--- config.mk ---
export PLATFORM = sky130hd
export DESIGN_NAME = linesens_ctrl
export DESIGN_NICKNAME = d
export VERILOG_FILES = /design/src/rtl/lsc_pkg.sv /design/src/rtl/lsc_clkgen.sv /design/src/rtl/lsc_seq.sv /design/src/rtl/lsc_rdout.sv /design/src/rtl/linesens_ctrl.sv
export SDC_FILE = /design/constraint.sdc
export NUM_CORES = 1
export LEC_CHECK = 0
export BUFFER_PORTS_ARGS = -buffer_cell sky130_fd_sc_hd__buf_2
export CORE_MARGIN = 3
export CORE_UTILIZATION = 54
export DETAILED_ROUTE_END_ITERATION = 10
export PLACE_DENSITY = 0.84
export SYNTH_ARGS = -nofsm -noshare
export SYNTH_HDL_FRONTEND = slang
export SYNTH_SLANG_ARGS = --single-unit
--- constraint.sdc ---
create_clock -name clk_i -period 4 [get_ports clk_i]
set_input_delay 0 -clock clk_i [delete_from_list [all_inputs] [get_ports clk_i]]
set_output_delay 0 -clock clk_i [all_outputs]
set_load 0.02 [all_outputs]
--- src/rtl/lsc_pkg.sv ---
package lsc_pkg;

    function automatic int ceil_div(input int num, input int den);
        return (num + den - 1) / den;
    endfunction

    function automatic int imax(input int a, input int b);
        return (a > b) ? a : b;
    endfunction

endpackage

--- src/rtl/lsc_clkgen.sv ---
// Free-running sensor clock with clamped half period and phase markers.
module lsc_clkgen #(
    parameter int HALF_W   = 8,
    parameter int MIN_HALF = 26,
    parameter int SETUP_C  = 13,
    parameter int HOLD_C   = 13,
    parameter int SETTLE_C = 50
) (
    input  logic              clk_i,
    input  logic              rst_ni,
    input  logic [HALF_W-1:0] cfg_half_i,
    output logic              sclk_o,
    output logic [HALF_W:0]   cnt_o,
    output logic              wrap_o,
    output logic              decide_o,
    output logic              hold_end_o,
    output logic              prestrobe_o
);
    localparam int CNT_W = HALF_W + 1;

    typedef struct packed {
        logic [CNT_W-1:0]  cnt;
        logic [HALF_W-1:0] half;
        logic              sclk;
    } clk_st_t;

    clk_st_t q, d;
    logic [HALF_W-1:0] eff_half;
    logic [CNT_W-1:0]  per_last;

    always_comb begin
        eff_half = (cfg_half_i < HALF_W'(MIN_HALF)) ? HALF_W'(MIN_HALF) : cfg_half_i;
        per_last = {q.half, 1'b0} - CNT_W'(1);
        wrap_o   = (q.cnt == per_last);
        d        = q;
        d.cnt    = wrap_o ? '0 : q.cnt + CNT_W'(1);
        if (wrap_o) begin
            d.half = eff_half;
        end
        d.sclk      = (d.cnt < {1'b0, q.half});
        decide_o    = (q.cnt == per_last - CNT_W'(SETUP_C));
        hold_end_o  = (q.cnt == CNT_W'(HOLD_C - 1));
        prestrobe_o = (q.cnt == CNT_W'(SETTLE_C - 1));
    end

    always_ff @(posedge clk_i or negedge rst_ni) begin
        if (!rst_ni) begin
            q.cnt  <= CNT_W'(MIN_HALF);
            q.half <= HALF_W'(MIN_HALF);
            q.sclk <= 1'b0;
        end else begin
            q <= d;
        end
    end

    assign sclk_o = q.sclk;
    assign cnt_o  = q.cnt;


    period_floor_chk: assert property (@(posedge clk_i) disable iff (!rst_ni)
        wrap_o |-> (q.cnt >= CNT_W'(2 * MIN_HALF - 1)));


    rise_at_wrap_chk: assert property (@(posedge clk_i) disable iff (!rst_ni)
        wrap_o |=> $rose(sclk_o));
endmodule

--- src/rtl/lsc_seq.sv ---
// Start strobe placement, integration timer and shutter window.
module lsc_seq #(
    parameter int INTEG_W = 20
) (
    input  logic               clk_i,
    input  logic               rst_ni,
    input  logic               en_i,
    input  logic               abort_i,
    input  logic [INTEG_W-1:0] cfg_integ_i,
    input  logic [INTEG_W-1:0] cfg_expo_i,
    input  logic               sclk_i,
    input  logic               wrap_i,
    input  logic               decide_i,
    input  logic               hold_end_i,
    input  logic               busy_i,
    output logic               si_o,
    output logic               srise_o,
    output logic               dis_o
);
    typedef struct packed {
        logic               si;
        logic               abt;
        logic               seen;
        logic               dis;
        logic [INTEG_W-1:0] tmr;
    } seq_st_t;

    seq_st_t q, d;
    logic               go;
    logic               expo_on;
    logic [INTEG_W-1:0] thr;

    always_comb begin
        d       = q;
        srise_o = wrap_i && q.si;
        go      = decide_i && ((q.abt && busy_i) ||
                               (en_i && !busy_i && (q.tmr >= cfg_integ_i)));
        d.abt   = decide_i ? abort_i : (q.abt | abort_i);
        if (go) begin
            d.si = 1'b1;
        end else if (hold_end_i) begin
            d.si = 1'b0;
        end
        if (srise_o) begin
            d.tmr = '0;
        end else if (q.tmr != '1) begin
            d.tmr = q.tmr + INTEG_W'(1);
        end
        d.seen  = q.seen | srise_o;
        expo_on = (cfg_expo_i != '0) && (cfg_expo_i < cfg_integ_i);
        thr     = cfg_integ_i - cfg_expo_i;
        d.dis   = d.seen && expo_on && (d.tmr < thr);
    end

    always_ff @(posedge clk_i or negedge rst_ni) begin
        if (!rst_ni) begin
            q.si   <= 1'b0;
            q.abt  <= 1'b0;
            q.seen <= 1'b0;
            q.dis  <= 1'b0;
            q.tmr  <= '1;
        end else begin
            q <= d;
        end
    end

    assign si_o  = q.si;
    assign dis_o = q.dis;


    si_rise_low_chk: assert property (@(posedge clk_i) disable iff (!rst_ni)
        $rose(q.si) |-> !sclk_i);


    si_fall_high_chk: assert property (@(posedge clk_i) disable iff (!rst_ni)
        $fell(q.si) |-> sclk_i);


    no_midline_start_chk: assert property (@(posedge clk_i) disable iff (!rst_ni)
        $rose(q.si) |-> $past(!busy_i || q.abt));
endmodule

--- src/rtl/lsc_rdout.sv ---
// Pixel sequencing: strobes, indices and line completion.
module lsc_rdout #(
    parameter int NPIX     = 32,
    parameter int CNT_W    = 9,
    parameter int SETTLE_C = 50
) (
    input  logic                    clk_i,
    input  logic                    rst_ni,
    input  logic                    wrap_i,
    input  logic                    srise_i,
    input  logic                    prestrobe_i,
    input  logic [CNT_W-1:0]        cnt_i,
    output logic                    busy_o,
    output logic                    vld_o,
    output logic [$clog2(NPIX)-1:0] idx_o,
    output logic                    done_o
);
    localparam int IDX_W = $clog2(NPIX);
    localparam int RC_W  = $clog2(NPIX + 1);

    typedef struct packed {
        logic             act;
        logic [RC_W-1:0]  rc;
        logic             vld;
        logic [IDX_W-1:0] idx;
        logic             done;
    } rd_st_t;

    rd_st_t q, d;

    always_comb begin
        d      = q;
        d.vld  = 1'b0;
        d.done = q.vld && (q.idx == IDX_W'(NPIX - 1));
        if (srise_i) begin
            d.act = 1'b1;
            d.rc  = RC_W'(1);
        end else if (wrap_i && q.act && (q.rc != RC_W'(NPIX))) begin
            d.rc = q.rc + RC_W'(1);
        end
        if (prestrobe_i && q.act) begin
            d.vld = 1'b1;
            d.idx = IDX_W'(q.rc - RC_W'(1));
            if (q.rc == RC_W'(NPIX)) begin
                d.act = 1'b0;
            end
        end
        busy_o = q.act && (q.rc != RC_W'(NPIX));
    end

    always_ff @(posedge clk_i or negedge rst_ni) begin
        if (!rst_ni) begin
            q <= '0;
        end else begin
            q <= d;
        end
    end

    assign vld_o  = q.vld;
    assign idx_o  = q.idx;
    assign done_o = q.done;


    strobe_settle_chk: assert property (@(posedge clk_i) disable iff (!rst_ni)
        q.vld |-> (cnt_i == CNT_W'(SETTLE_C)));


    done_single_chk: assert property (@(posedge clk_i) disable iff (!rst_ni)
        q.done |=> !q.done);


    strobe_single_chk: assert property (@(posedge clk_i) disable iff (!rst_ni)
        q.vld |=> !q.vld);
endmodule

--- src/rtl/linesens_ctrl.sv ---
module linesens_ctrl
    import lsc_pkg::*;
#(
    parameter int SYS_MHZ      = 250,
    parameter int SCLK_MAX_KHZ = 5000,
    parameter int SETUP_NS     = 50,
    parameter int HOLD_NS      = 50,
    parameter int SETTLE_NS    = 200,
    parameter int NPIX         = 32,
    parameter int HALF_W       = 8,
    parameter int INTEG_W      = 20
) (
    input  logic                    clk_i,
    input  logic                    rst_ni,
    input  logic                    en_i,
    input  logic                    abort_i,
    input  logic [HALF_W-1:0]       cfg_half_i,
    input  logic [INTEG_W-1:0]      cfg_integ_i,
    input  logic [INTEG_W-1:0]      cfg_expo_i,
    output logic                    sclk_o,
    output logic                    si_o,
    output logic                    dis_o,
    output logic                    px_vld_o,
    output logic [$clog2(NPIX)-1:0] px_idx_o,
    output logic                    line_done_o
);
    localparam int SETUP_C  = ceil_div(SETUP_NS * SYS_MHZ, 1000);
    localparam int HOLD_C   = ceil_div(HOLD_NS * SYS_MHZ, 1000);
    localparam int SETTLE_C = ceil_div(SETTLE_NS * SYS_MHZ, 1000);
    localparam int FREQ_HALF = ceil_div(SYS_MHZ * 1000, 2 * SCLK_MAX_KHZ);
    localparam int MIN_HALF = imax(imax(FREQ_HALF, ceil_div(SETTLE_C + 1, 2)),
                                   imax(SETUP_C + 1, HOLD_C + 1));
    localparam int CNT_W    = HALF_W + 1;

    logic [CNT_W-1:0] cnt;
    logic wrap, decide, hold_end, prestrobe, busy, srise, sclk;

    lsc_clkgen #(
        .HALF_W(HALF_W), .MIN_HALF(MIN_HALF), .SETUP_C(SETUP_C),
        .HOLD_C(HOLD_C), .SETTLE_C(SETTLE_C)
    ) u_clk (
        .clk_i(clk_i), .rst_ni(rst_ni), .cfg_half_i(cfg_half_i),
        .sclk_o(sclk), .cnt_o(cnt), .wrap_o(wrap), .decide_o(decide),
        .hold_end_o(hold_end), .prestrobe_o(prestrobe)
    );

    lsc_seq #(.INTEG_W(INTEG_W)) u_seq (
        .clk_i(clk_i), .rst_ni(rst_ni), .en_i(en_i), .abort_i(abort_i),
        .cfg_integ_i(cfg_integ_i), .cfg_expo_i(cfg_expo_i), .sclk_i(sclk),
        .wrap_i(wrap), .decide_i(decide), .hold_end_i(hold_end), .busy_i(busy),
        .si_o(si_o), .srise_o(srise), .dis_o(dis_o)
    );

    lsc_rdout #(.NPIX(NPIX), .CNT_W(CNT_W), .SETTLE_C(SETTLE_C)) u_rd (
        .clk_i(clk_i), .rst_ni(rst_ni), .wrap_i(wrap), .srise_i(srise),
        .prestrobe_i(prestrobe), .cnt_i(cnt), .busy_o(busy),
        .vld_o(px_vld_o), .idx_o(px_idx_o), .done_o(line_done_o)
    );

    assign sclk_o = sclk;
endmodule

==> impl_metrics.yaml <==
synthesis:
  synthFlopType: "dfrtp_1"
  ys_seq_area_frac: 0.265
  ys_ff_latch: 56
  synthCells: 658
  synth_area_leaders: "ha_1 17%, dfrtp_1 14%, dfstp_2 13%"
  ys_warn_count: 0
  synth_edf_count: 0
  synth_top_area_frac: 0.173
  synthArstFlopShare: 1.00
  ys_types: 64
  yosysTopAreaCell: "ha_1"
  synth.avg_cell_area_um2: 8.22
  synth_area_um2: 5410
  synth_nets: 786
timing:
  skew_ps: 8.00
  fmax_mhz: 266
  drv_slew: 0
  relSlewSlack: 0.611
  rsz0062_at_grt: "no"
  finalCriticalPeriod_ps: 3760
  hold_viol: 0
  whs_ps: 11.2
  final.setup.tns_ps: 0
  worst_pin_slew_ps: 584
  period_share: 0.940
  setup_viol_count_final: 0
route:
  viasPerCell: 6.00
  ant_nets: 0
  wirelength_mm: 13.9
  wl_per_cell_um: 16.3
  vias: 5110
  drc_errors: 0
  first_pass_iters: 7
  drt_iter0_drc: 351
final_layout:
  area_delta_synth_final_pct: 11.1
  final_nets: 850
  post_route_cells_drive_above_1_share: 0.160
  antenna_cells: 0
  regArea_um2: 1430
  multi_input_area_um2: 3610
  fillers: 812
job:
  drv_cap: 0
clock_tree:
  cts_buffer_depth: 2
  tritoncts: "built"
  root_buffer: "clkbuf_8"
  clk_pin_slew_ps: 100
  clock_sinks: 56
  numCtsBuffers: 5
  worstSkewPairLatency_ps: 310
  htree_levels: 2
power_and_ir_drop:
  pwr-share-seq: 0.475
  cellLeakagePower_nw: 2.98
  swShare: 0.302
  power_frac_comb: 0.250
  pwr_density_cell_nw_per_um2: 199
  intPower_mw: 0.835
  p_clk_frac: 0.275
  fin_total_pwr_mw: 1.20
  p_sw_mw: 0.360
  ir_drop_uv: 127
floorplan:
  die_w_um: 106
  core_um2: 9500
  initial_core_util: 0.569
  rows: 35
  ios: 62
  die-area_um2: 11300
  die_y_um: 106
setup_path:
  crit_type: "reg2reg"
  r2r-end: "u_seq.dis_o"
  reg2reg_from: "u_clk.q[2]"
  cp.arrival_ps: 4000
  critical_path_required_ps: 4240
  ff2ff_setup_slack_ps: 240
  crit_fanout: 21
  end_kind: "register"
  worstSetupStartpointType: "register"
  r2r_cells: 17
hold_path:
  hp-class: "in2reg"
  hold_end: "u_clk.q[2]"
  min_from: "cfg_half_i[1]"
  whs_path_depth: 3
grt:
  grt_antenna_before_repair: 0
  first_global_vias: 5098
  grt_max_degree: 48
  grt_first_pass_wirelength_mm: 23.3
  gr-total-overflow: 0
  grt_util_all_layers: 0.249
status:
  status: "finished, final reports clean"
placed_design:
  io_buffers: 61
  place_congestion: 0.928
  dp_hpwl_mm: 11.1
## worst max-delay path by stage
stage / startpoint / end / slack [ps] / cells past startpoint
after floorplan: u_clk.q[1] / u_seq.dis_o / 100 / 20
after global placement: u_clk.q[2] / u_seq.dis_o / 330 / 17
after detailed placement: u_clk.q[2] / u_seq.dis_o / 200 / 17
after CTS: u_clk.q[2] / u_seq.dis_o / 170 / 17
after global routing: u_clk.q[2] / u_seq.dis_o / 50 / 17
final: u_clk.q[2] / u_seq.dis_o / 240 / 17
## per-stage QoR
| step | cell area, um^2 | cells | util | worst slack [ps] |
|---|---|---|---|---|
| final | 6010 | 852 | 0.633 | 240 |
| after global placement | 5820 | 835 | 0.613 | 332 |
| after global routing | 6010 | 852 | 0.633 | 49.1 |
| after floorplan | 5410 | 658 | - | 98.8 |
| after detailed placement | 5820 | 835 | 0.613 | 195 |
| after CTS | 6010 | 852 | 0.632 | 168 |
## routing by layer
metal / up-vias / wire length, um / part of all wire / global-route usage
li1: 2462 / - / - / -
met1: 2434 / 6180 / 0.44 / 0.329
met2: 193 / 6640 / 0.48 / 0.435
met3: 21 / 835 / 0.060 / 0.0267
met4: 0 / 261 / 0.019 / 0.0601
met5: - / 0 / 0 / 0
## placed cells by master (no fill, tap or decap), types with 9 or more instances in the layout
cell type,synthesis,layout
ha_1,75,74
inv_1,66,66
buf_2,4,61
nor2_1,57,57
nand2_1,46,46
o21ai_0,43,43
a21oi_1,43,43
dfrtp_1,30,30
xor2_1,29,29
dfstp_2,26,26
nand3_1,25,25
xnor2_1,23,23
and3_1,18,18
nor4_1,16,16
nand4_1,15,15
nor3_1,12,12
dlygate4sd3_1,0,9
## synthesized netlist by cell type (2+ instances only)
| library cell | n |
|---|---|
| nand4_1 | 15 |
| nor2_1 | 57 |
| nand2b_1 | 8 |
| a211oi_1 | 4 |
| and4_1 | 4 |
| o21ai_0 | 43 |
| mux2i_1 | 7 |
| a2111oi_0 | 2 |
| ha_1 | 75 |
| nor4b_1 | 2 |
| nor2b_1 | 4 |
| xnor2_1 | 23 |
| a21o_1 | 7 |
| a31oi_1 | 5 |
| and3_1 | 18 |
| nand2_1 | 46 |
| a211o_1 | 4 |
| o21a_1 | 7 |
| nand3_1 | 25 |
| o31ai_1 | 3 |
| o211ai_1 | 3 |
| dfrtp_1 | 30 |
| dfstp_2 | 26 |
| or2_2 | 4 |
| o21ai_1 | 4 |
| xor2_1 | 29 |
| buf_4 | 7 |
| a311oi_1 | 2 |
| a21oi_1 | 43 |
| and2_1 | 5 |
| or3_1 | 7 |
| clkbuf_1 | 10 |
| buf_2 | 4 |
| or4_1 | 4 |
| nor4_1 | 16 |
| nor3_1 | 12 |
| inv_1 | 66 |
## power by group through the flow
stage / Clock [mW] / Combinational, mW / Sequential (mW)
after floorplan: 0 / 0.190 / 0.577
after global placement: 0 / 0.271 / 0.577
after detailed placement: 0 / 0.287 / 0.577
after CTS: 0.330 / 0.295 / 0.567
after global routing: 0.352 / 0.336 / 0.567
final: 0.329 / 0.299 / 0.567
## worst max-delay path, cell delays in order, from the launching register on
cell	delay [ps]
dfstp_2	410
inv_1	90
ha_2	260
nand2b_1	180
or4_1	530
nor2_1	100
nor3_1	90
nor3_4	250
buf_6	230
nor2_1	90
ha_1	310
a2111oi_0	380
o21ai_0	160
o21ai_0	110
nor2_1	60
a211oi_1	160
o221ai_1	140
a21oi_1	130
## flip-flops by register name, indices dropped and copies added, names as in the netlist
| signal | flops |
|---|---|
| u_clk.cnt_o | 9 |
| u_seq.q | 22 |
| u_clk.sclk_o | 1 |
| u_rd.vld_o | 1 |
| u_rd.idx_o | 5 |
| u_rd.q | 7 |
| u_rd.done_o | 1 |
| u_clk.q | 8 |
| u_seq.si_o | 1 |
| u_seq.dis_o | 1 |
## cells by family after synthesis
group | after synthesis | synth area share
adders and majority gates | 76 | 0.177
muxes | 7 | 0.0129
AOI/OAI and AO/OA | 141 | 0.159
xor gates and xnor gates | 53 | 0.0883
DFF | 56 | 0.265
and+or+nand+nor | 237 | 0.229
buffers and inverters | 88 | 0.0682
## final cells by class
type,instances,share of cell area
inverter,66,0.0412
clock buffer,7,0.0144
timing repair buffer,79,0.0776
tap,129,0.0268
multi-input combinational,514,0.600
clock inverter,1,0.00125
sequential,56,0.238
## what timing repair did
action	4_1_cts	5_1_grt
endpoints found under the hold margin	17	0
gates resized for setup	0	2
hold buffers	9	0
endpoints found under the setup margin	0	2
setup buffers	0	0
Power figures use the tool's default switching activity.
